[src/rtl/vlrw_pkg.sv]
package vlrw_pkg;
  localparam int INST_W = 32;
  localparam logic [6:0] OPC_SYSTEM = 7'b1110011;
  localparam logic [6:0] OPC_OPIMM  = 7'b0010011;
  localparam logic [2:0] F3_CSRRS   = 3'b010;
  localparam logic [2:0] F3_ADDI    = 3'b000;

  typedef logic [INST_W-1:0] inst_t;

  // True when the word reads csr_addr without side effect
  function automatic logic csr_plain_read(inst_t w, logic [11:0] csr_addr);
    return (w[6:0] == OPC_SYSTEM) && (w[14:12] == F3_CSRRS) &&
           (w[19:15] == 5'd0) && (w[31:20] == csr_addr);
  endfunction

  // Add-immediate zero: rd <- src
  function automatic inst_t move_word(logic [4:0] rd, logic [4:0] src);
    return {12'h000, src, F3_ADDI, rd, OPC_OPIMM};
  endfunction
endpackage

[src/rtl/vlrw_ptr_cache.sv]
module vlrw_ptr_cache #(
  parameter int IDX_W = 5
) (
  input  logic             clk,
  input  logic             rst_n,
  input  logic             upd_valid,
  input  logic [IDX_W-1:0] upd_idx,
  output logic [IDX_W-1:0] eff_idx
);
  logic [IDX_W-1:0] ptr_q;

  always_ff @(posedge clk) begin
    if (!rst_n)         ptr_q <= '0;
    else if (upd_valid) ptr_q <= upd_idx;
  end

  // write-through: a same-cycle update is seen by the decode
  assign eff_idx = upd_valid ? upd_idx : ptr_q;

  assert_ptr_hold_R6: assert property (@(posedge clk) disable iff (!rst_n)
    !upd_valid |=> $stable(ptr_q));
  assert_ptr_load_R6: assert property (@(posedge clk) disable iff (!rst_n)
    upd_valid |=> ptr_q == $past(upd_idx));
endmodule

[src/rtl/vlrw_detect.sv]
module vlrw_detect
  import vlrw_pkg::*;
#(
  parameter logic [11:0] CSR_ADDR = 12'hC20
) (
  input  inst_t      inst,
  output logic       is_vl_read,
  output logic [4:0] rd
);
  assign is_vl_read = csr_plain_read(inst, CSR_ADDR);
  assign rd         = inst[11:7];
endmodule

[src/rtl/vlrw_move_gen.sv]
module vlrw_move_gen
  import vlrw_pkg::*;
#(
  parameter int IDX_W = 5
) (
  input  logic             is_vl_read,
  input  logic [4:0]       rd,
  input  logic [IDX_W-1:0] src_idx,
  input  inst_t            inst,
  output logic             take_move,
  output inst_t            new_inst
);
  assign take_move = is_vl_read && (src_idx != '0);
  assign new_inst  = take_move ? move_word(rd, src_idx) : inst;
endmodule

[src/rtl/vl_csrr_rewriter.sv]
module vl_csrr_rewriter
  import vlrw_pkg::*;
#(
  parameter int          IDX_W       = 5,
  parameter logic [11:0] VL_CSR_ADDR = 12'hC20
) (
  input  logic             clk,
  input  logic             rst_n,
  input  logic             in_valid,
  input  logic [31:0]      in_inst,
  input  logic             upd_valid,
  input  logic [IDX_W-1:0] upd_idx,
  output logic             out_valid,
  output logic [31:0]      out_inst,
  output logic             out_subst
);
  // named internal events for the assertions
  logic [IDX_W-1:0] eff_idx;
  logic             is_vl_read;
  logic [4:0]       rd_f;
  logic             take_move;
  inst_t            new_inst;

  vlrw_ptr_cache #(.IDX_W(IDX_W)) u_cache (
    .clk(clk), .rst_n(rst_n), .upd_valid(upd_valid),
    .upd_idx(upd_idx), .eff_idx(eff_idx)
  );

  vlrw_detect #(.CSR_ADDR(VL_CSR_ADDR)) u_detect (
    .inst(in_inst), .is_vl_read(is_vl_read), .rd(rd_f)
  );

  vlrw_move_gen #(.IDX_W(IDX_W)) u_move (
    .is_vl_read(is_vl_read), .rd(rd_f), .src_idx(eff_idx),
    .inst(in_inst), .take_move(take_move), .new_inst(new_inst)
  );

  always_ff @(posedge clk) begin
    if (!rst_n) begin
      out_valid <= 1'b0;
      out_inst  <= '0;
      out_subst <= 1'b0;
    end else begin
      out_valid <= in_valid;
      out_inst  <= new_inst;
      out_subst <= in_valid && take_move;
    end
  end

  assert_subst_needs_valid_R8: assert property (@(posedge clk) disable iff (!rst_n)
    out_subst |-> out_valid);
  assert_valid_follows_R8: assert property (@(posedge clk) disable iff (!rst_n)
    out_valid == $past(in_valid));
  assert_move_shape_R3: assert property (@(posedge clk) disable iff (!rst_n)
    out_subst |-> (out_inst[6:0] == OPC_OPIMM && out_inst[31:20] == 12'h000
                   && out_inst[14:12] == F3_ADDI));
  assert_rd_kept_R3: assert property (@(posedge clk) disable iff (!rst_n)
    out_subst |-> out_inst[11:7] == $past(in_inst[11:7]));
  assert_no_x0_move_R4: assert property (@(posedge clk) disable iff (!rst_n)
    out_subst |-> out_inst[19:15] != 5'd0);
  assert_pass_through_R5: assert property (@(posedge clk) disable iff (!rst_n)
    (out_valid && !out_subst) |-> out_inst == $past(in_inst));
  assert_bypass_R7: assert property (@(posedge clk) disable iff (!rst_n)
    (out_subst && $past(upd_valid)) |-> out_inst[19:15] == 5'($past(upd_idx)));
endmodule

[config.mk]
export PLATFORM = sky130hd
export DESIGN_NAME = vl_csrr_rewriter
export DESIGN_NICKNAME = d
export VERILOG_FILES = /design/src/rtl/vlrw_pkg.sv /design/src/rtl/vlrw_ptr_cache.sv /design/src/rtl/vlrw_detect.sv /design/src/rtl/vlrw_move_gen.sv /design/src/rtl/vl_csrr_rewriter.sv
export SDC_FILE = /design/constraint.sdc
export NUM_CORES = 1
export LEC_CHECK = 0
export BUFFER_PORTS_ARGS = -buffer_cell sky130_fd_sc_hd__buf_2
export CAP_MARGIN = 10
export CORE_MARGIN = 3
export CORE_UTILIZATION = 38
export DETAILED_ROUTE_END_ITERATION = 10
export PLACE_DENSITY = 0.74
export SKIP_LAST_GASP = 1
export SYNTH_ARGS = -nofsm -noshare
export SYNTH_HDL_FRONTEND = slang
export SYNTH_SLANG_ARGS = --single-unit
[constraint.sdc]
create_clock -name clk -period 1.2 [get_ports clk]
set_input_delay 0.24 -clock clk [delete_from_list [all_inputs] [get_ports clk]]
set_output_delay 0.24 -clock clk [all_outputs]
set_load 0.01 [all_outputs]
# After elaboration in Yosys (flattened, before gate mapping)
# Index checks and enable logic that the tools add are counted.
# W data, S select, Z words.
[word_totals] regBits=39 word_cells=19 out_inout_bits=34 in_bits=41
[classes] mux=2 n_reduce_logical=8 n_eq_ne=3 bitwise_logic=1
[op_table] operator="$mux W20" count=1
[op_table] operator="$eq A12 B12 Y1 const B" count=1
[op_table] operator="$eq A7 B7 Y1 const B" count=1
[op_table] operator="$logic_and A1 B1 Y1" count=5
[op_table] operator="$logic_not A5 Y1" count=1
[op_table] operator="$mux W5" count=1
[op_table] operator="$reduce_bool A5 Y1" count=1
[op_table] operator="$eq A3 B2 Y1 const B" count=1
[op_table] operator="$reduce_or A2 Y1" count=1
[op_table] operator="$not A1 Y1" count=1

# Depth between registers and ports, before layout
# Gate-level depths: netlist of run 1.
[depth] ltp_word=6 mapped_depth=4 mapped_depth_nobuf=3

# Cells and area by module
# Synthesis of run 1 repeated with hierarchy kept, for this count alone.
[unflattened] cells_unflattened=142 hier_area_um2=1600.3
[by_module_without_submodules] mod="vl_csrr_rewriter" cells_per_inst=71 area_per_inst_um2=950.9 seq_area_each_um2=680.7 n_inst=1
[by_module_without_submodules] mod="vlrw_move_gen" cells_per_inst=41 area_per_inst_um2=321.6 seq_area_each_um2=0.0 n_inst=1
[by_module_without_submodules] mod="vlrw_ptr_cache" cells_per_inst=15 area_per_inst_um2=191.4 seq_area_each_um2=100.1 n_inst=1
[by_module_without_submodules] mod="vlrw_detect" cells_per_inst=15 area_per_inst_um2=136.4 seq_area_each_um2=0.0 n_inst=1

# Least setup slack after synthesis of run 1
# No wires, ideal clock.
[synth_timing] path_type="input port to flip-flop" start="input port upd_valid" end="register out_subst" path_buffers=1 arrival_time_ps=1056 t_required_ps=1084 path_slack_ps=28 setup_ps=116 cell_stages=4 cell_sequence="buf_4 -> mux2i_1 -> o2111ai_2 -> and4_1"
[synth_between] elab_chain_len=4
[synth_lines] element="start, declared" line_no="vl_csrr_rewriter.sv:11" text="input logic upd_valid,"
[synth_lines] element="$mux W5" line_no="vlrw_ptr_cache.sv:18" text="assign eff_idx = upd_valid ? upd_idx : ptr_q;"
[synth_lines] element="$reduce_bool A5 Y1" line_no="vlrw_move_gen.sv:13" text="assign take_move = is_vl_read && (src_idx != '0);"
[synth_lines] element="$logic_and A1 B1 Y1" line_no="vlrw_move_gen.sv:13"
[synth_lines] element="$logic_and A1 B1 Y1" line_no="vl_csrr_rewriter.sv:46" text="out_subst <= in_valid && take_move;"
[synth_lines] element="end signal, assigned" line_no="vl_csrr_rewriter.sv:46"
[synth_lines] element="end, declared" line_no="vl_csrr_rewriter.sv:15" text="output logic out_subst"
# No other way between the ends.
# A chain may end at the register's enable or synchronous reset.

# Worst setup path in the final report of run 1
[layout_timing] start="register u_cache.ptr_q[1]" end="register out_inst[31]"
[layout_between] elab_chain_len=4
[layout_lines] element="start, declared" line_no="vlrw_ptr_cache.sv:10" text="logic [IDX_W-1:0] ptr_q;"
[layout_lines] element="start signal, assigned" line_no="vlrw_ptr_cache.sv:14" text="else if (upd_valid) ptr_q <= upd_idx;"
[layout_lines] element="$mux W5" line_no="vlrw_ptr_cache.sv:18"
[layout_lines] element="$reduce_bool A5 Y1" line_no="vlrw_move_gen.sv:13"
[layout_lines] element="$logic_and A1 B1 Y1" line_no="vlrw_move_gen.sv:13"
[layout_lines] element="$reduce_or A2 Y1 (no source line)"
[layout_lines] element="end signal, assigned" line_no="vl_csrr_rewriter.sv:45" text="out_inst <= new_inst;"
[layout_lines] element="end, declared" line_no="vl_csrr_rewriter.sv:14" text="output logic [31:0] out_inst,"
# No other way between the ends.

==> results of run 1 <==
## power by group
group / internal, mW / switching, mW
Clock: 0.228 / 0.374
Sequential: 1.36 / 0.0173
Combinational: 0.169 / 0.148
Total: 1.76 / 0.540
## path summary, 6_finish.rpt
kind	to	cells past startpoint
worst max-delay path	out_inst[31]	4
worst min-delay path	out_inst[11]	2
worst max register to register	out_inst[31]	4
worst min register to register	u_cache.ptr_q[0]	2
## per-layer routing
| metal | up-vias | global-route usage | routed length (µm) |
|---|---|---|---|
| met3 | 5 | 0.06759 | 345 |
| met4 | 0 | 0.08707 | 47 |
| met5 | - | 0 | 0 |
| met1 | 489 | 0.1577 | 1224 |
| met2 | 61 | 0.2719 | 1471 |
| li1 | 550 | - | - |
## cells by family after synthesis
kind of cell / Yosys count / share of synthesized area
multiplexers: 5 / 0.03824
buffers and inverters: 7 / 0.02963
AO/OA/AOI/OAI: 12 / 0.08126
flip-flops: 39 / 0.5966
AND/OR/NAND/NOR: 45 / 0.2543
## area by class of cell
cell class	instances	area, µm²
flip-flops and latches	39	780.7
clock inverters	1	5.005
clock buffers	7	45.04
repair buffers	87	480.5
well taps	44	55.05
multi-input cells	62	504.2
fillers	301	1308
## worst max-delay path, stage by stage, from the launching register on
cell and delay [ns]:
dfxtp_1 0.32, mux2i_1 0.19, o2111ai_2 0.15, buf_4 0.18, a31oi_2 0.17
## cells in the mapped netlist (all sizes together)
| master | instances |
|---|---|
| buf | 3 |
| a32o | 5 |
| nand4bb | 3 |
| o2111ai | 1 |
| mux2i | 5 |
| clkbuf | 4 |
| dfxtp | 39 |
| and4 | 1 |
| and3 | 1 |
| nand2 | 6 |
| nor4 | 3 |
| a31oi | 6 |
| nand4b | 1 |
| nor3b | 1 |
| and2 | 22 |
| nor2b | 5 |
| nor3 | 2 |
## sequential cells by signal (all words and copies together) (netlist names)
name	flops
out_valid	1
out_inst	32
u_cache.ptr_q	5
out_subst	1
## what timing repair did
item	4_1_cts	5_1_grt
setup endpoints to repair	0	1
resized for setup	0	3
setup buffers	0	0
==> results.cfg, run 1 <==
[setup_path]
crit_start = u_cache.ptr_q[1]
critical_path_arrival_ns = 1.34
critPathRequiredTime_ns = 1.46
crit_type = reg -> reg
crit_path_max_fanout = 6
r2r-start = u_cache.ptr_q[1]
cp-end-kind = register
startpoint_type = register
ff2ff_setup_slack_ns = 0.12

[finish]
final_cell_mix = 74 x buf_2, 39 x dfxtp_1, 22 x and2_1, 12 x buf_4, 6 x nand2_1
final_common_cell = buf_2
antennaDiodeCount = 0
drive_gt1_frac = 0.5255
final_util = 0.5886
nets = 236
stdcell_count = 240
layout-area-overhead-vs-synth_pct = 42.93
final_area_mm2 = 0.001871

[floorplanning]
io_pins = 75
coreArea_mm2 = 0.003178
start_util = 0.4118
dieArea_mm2 = 0.004184
placement_rows = 20
dieWidth_um = 64.69
chipHeight_um = 64.69

[sta]
hold_violations = 0
setup_tns_ns = 0
slew_violations = 0
fin_crit_ns = 1.084
setup_ws_ns = 0.1160
max_freq_mhz = 922.5
rsz0062_at_grt = false
holdWs_ns = 0.1133
setup_violations = 0
tightest_slew_ns = 0.2791
finalCritPeriodShare = 0.9033
fin_skew_ns = 0.003621
timing.slew.headroom = 0.8135

[clock_network]
numCtsBuffers = 5
htreeDepth = 2
clkLatencyLatePin_ns = 0.33
clockBufferDepth = 2
clock_sinks = 39
cts-root-buf = clkbuf_4
path_clk_slew_ns = 0.10
cts_hold_buf = 0
cts_tree = yes

[route]
via_per_inst = 4.604
drcViolationCount = 0
postRouteAntennaNets = 0
wl_per_cell_um = 12.87
drtPass1Iterations = 7
drt_iter0_drc = 35
num_vias = 1105
drt_wl_total_um = 3089

[logic_synthesis]
ys_ff_latch = 39
yosys.area.top_type = dfxtp_1
synth_area_per_cell_um2 = 12.12
ys_seq_area_frac = 0.5966
synthesis.area_mm2 = 0.001309
syn_nets = 149
ys_types = 22
synthTopCellsByArea = dfxtp_1 60%, and2_1 11%, nand4bb_4 4.2%
synth_top_area_frac = 0.5966
synthCells = 108
ys_warn_count = 0

[run]
maxCapViolations = 0

[status]
run_status = finished, final reports clean

[place]
pre_cts_ws_ns = -0.1130
portBuffers = 74
place_area_mm2 = 0.001805
dp.cells = 232
place_congestion = 0.8436
place_hpwl_um = 2525

[power_and_ir_drop]
power_mw = 2.300
leakage_nw = 0.9293
ir_drop_uv = 729.7
p_per_area_mw_per_mm2 = 1230

[global_route]
grt_max_degree = 17
grt_overflow = 0
grt_pass1_vias = 1145
grt_pass1_wl_um = 4926
grt_usage = 0.1571
antenna_found_initial = 0

[worst_hold_path]
hold_path.class = in -> reg
hp-start = in_inst[11]
(Power assumes the default switching activity.)
==> run 2, diff against run 1 <==
- CORE_UTILIZATION: 38 -> 41
- MAX_ROUTING_LAYER: unset -> met4
- PLACE_DENSITY: 0.74 -> 0.75
- SLEW_MARGIN: unset -> 20
- SYNTH_HIERARCHICAL: unset -> 1
==> results.cfg, run 2 <==
[global_route]
grt_pass1_vias = 1165
antenna_found_initial = 0
grt_overflow = 0
grt_pass1_wl_um = 5250
grt_usage = 0.1628
grt_max_degree = 40

[place]
place_hpwl_um = 2556
place_congestion = 0.8308
dp.cells = 266
place_area_mm2 = 0.002083
portBuffers = 74

[logic_synthesis]
syn_nets = 183
yosys.area.top_type = dfxtp_1
ys_seq_area_frac = 0.4879
synthArstFlopShare = 0
synth_flop_cell = dfxtp_1
synth_area_per_cell_um2 = 11.27
yosysMostFrequentCell = dfxtp_1
ys_ff_latch = 39
synth_common_cells = 39 x dfxtp_1, 33 x and2_2, 24 x and2_1
ys_types = 24
ys_warn_count = 6
synthesis.area_mm2 = 0.001600
synth-edff-count = 0
synthCells = 142
synthTopCellsByArea = dfxtp_1 49%, and2_2 15%, and2_1 9.4%
synth_top_area_frac = 0.4879

[finish]
layout-area-overhead-vs-synth_pct = 41.13
largest_register_ffs = 32
final_area_mm2 = 0.002258
largestRegisters = out_inst (32), u_cache/ptr_q (5)
final_common_cell = buf_2
antennaDiodeCount = 0
regMostFlops = out_inst
stdcell_count = 277
fillCellCount = 320
final_util = 0.6077
final_cell_mix = 70 x buf_2, 39 x dfxtp_1, 25 x and2_2, 24 x and2_1, 15 x buf_4
nets = 269
drive_gt1_frac = 0.6550

[power_and_ir_drop]
power_mw = 2.614
leakage_nw = 1.146
p_per_area_mw_per_mm2 = 1158
ir_drop_uv = 679.4

[sta]
setup_violations = 33
hold_violations = 0
slew_violations = 0
max_freq_mhz = 497.6
holdWs_ns = 0.1788
fin_skew_ns = 0.001961
finalCritPeriodShare = 1.675
tightest_slew_ns = 0.5119
timing.slew.headroom = 0.6587
rsz0062_at_grt = true
setup_ws_ns = -0.8098
fin_crit_ns = 2.010

[floorplanning]
dieWidth_um = 68.48
dieArea_mm2 = 0.004689
io_pins = 75
start_util = 0.4306
chipHeight_um = 68.48
placement_rows = 22
coreArea_mm2 = 0.003716

[run]
maxCapViolations = 0

[route]
via_per_inst = 4.491
num_vias = 1244
drt_iter0_drc = 54
drtPass1Iterations = 4
wl_per_cell_um = 12.60
postRouteAntennaNets = 0
drcViolationCount = 0
drt_wl_total_um = 3489

[clock_network]
path_clk_slew_ns = 0.07
clkLatencyLatePin_ns = 0.29
clockBufferDepth = 2
cts_tree = yes
clock_sinks = 39
htreeDepth = 2
numCtsBuffers = 5
cts-root-buf = clkbuf_8
cts_hold_buf = 0

[status]
run_status = finished with violations
violations = negative setup slack

[worst_hold_path]
hold_path.class = in -> reg

[setup_path]
crit_path_max_fanout = 5
critPathRequiredTime_ns = 1.39
critical_path_arrival_ns = 2.20
cp-end-kind = register
startpoint_type = register
crit_type = reg -> reg
run 2: changes by cell type after synthesis, sizes merged, moves of 3 or more:
| cell | previous run | this run |
|---|---|---|
| and2 | 22 | 57 |
| mux2 | 0 | 10 |
| a31oi | 6 | 0 |
| a22o | 0 | 5 |
| a32o | 5 | 0 |
| mux2i | 5 | 0 |
| nand2 | 6 | 1 |
| nor2b | 5 | 0 |
| buf | 3 | 6 |
| nand2b | 0 | 3 |
| nand4bb | 3 | 0 |
| nor4b | 0 | 3 |
run 2: worst paths after layout:
path | start | to | slack, ns | cells after the start
setup / recovery | u_cache/ptr_q[0] | out_inst[11] | -0.81 | 6
hold / removal | in_valid | out_valid | 0.18 | 2
setup reg to reg | u_cache/ptr_q[0] | out_inst[11] | -0.81 | 6
hold reg to reg | u_cache/ptr_q[3] | u_cache/ptr_q[3] | 0.69 | 3
run 2: cell type report:
cell class,instances,area [µm²],area share
Clock buffer,7,76.32,0.03379
Clock inverter,1,5.005,0.002216
Inverter,1,3.754,0.001662
Multi-Input combinational cell,90,789.5,0.3496
Sequential cell,39,780.7,0.3457
Tap cell,48,60.06,0.02659
Timing Repair Buffer,91,543.0,0.2404
run 2: cells by family (layout without fill, tap and decap cells):
family	count (synthesis)	count (layout)	share of synthesized area
AO/OA/AOI/OAI	7	7	0.04300
buffers and inverters	13	100	0.05082
flip-flops	39	39	0.4879
multiplexers	10	10	0.08209
AND/OR/NAND/NOR	73	73	0.3362
run 2: metrics by stage:
step | setup TNS, ns | worst slack (ns)
2_1_floorplan | -18.63 | -0.7742
3_3_place_gp | -27.45 | -0.9299
3_5_place_dp | -28.21 | -0.9532
4_1_cts | -22.37 | -0.7853
5_1_grt | -25.17 | -0.8514
6_report | -23.09 | -0.8098
run 2: layer usage:
layer / global-route usage / routed length [µm] / vias to the layer above
met5: - / 0 / -
met4: 0.06700 / 55 / 0
met3: 0.05747 / 284 / 6
met2: 0.2658 / 1689 / 49
met1: 0.1792 / 1460 / 559
li1: - / - / 630
run 2: what timing repair did:
action,4_1_cts,5_1_grt
resized for setup,2,14
buffers inserted,0,3
pin swaps,3,6
endpoints found under the setup margin,33,33
cloned,0,0
run 2: critical path, stage by stage, from the launching register on:
cell     delay (ns)
dfxtp_1        0.30
mux2_4         0.27
or4_4          0.56
o21ai_4        0.21
buf_12         0.14
mux2_4         0.29
and2_4         0.13
run 2: power breakdown:
group | switching [mW] | internal, mW | leakage (nW)
logic | 0.165 | 0.238 | 0.779
registers | 0.0159 | 1.36 | 0.324
clock network | 0.425 | 0.407 | 0.0422
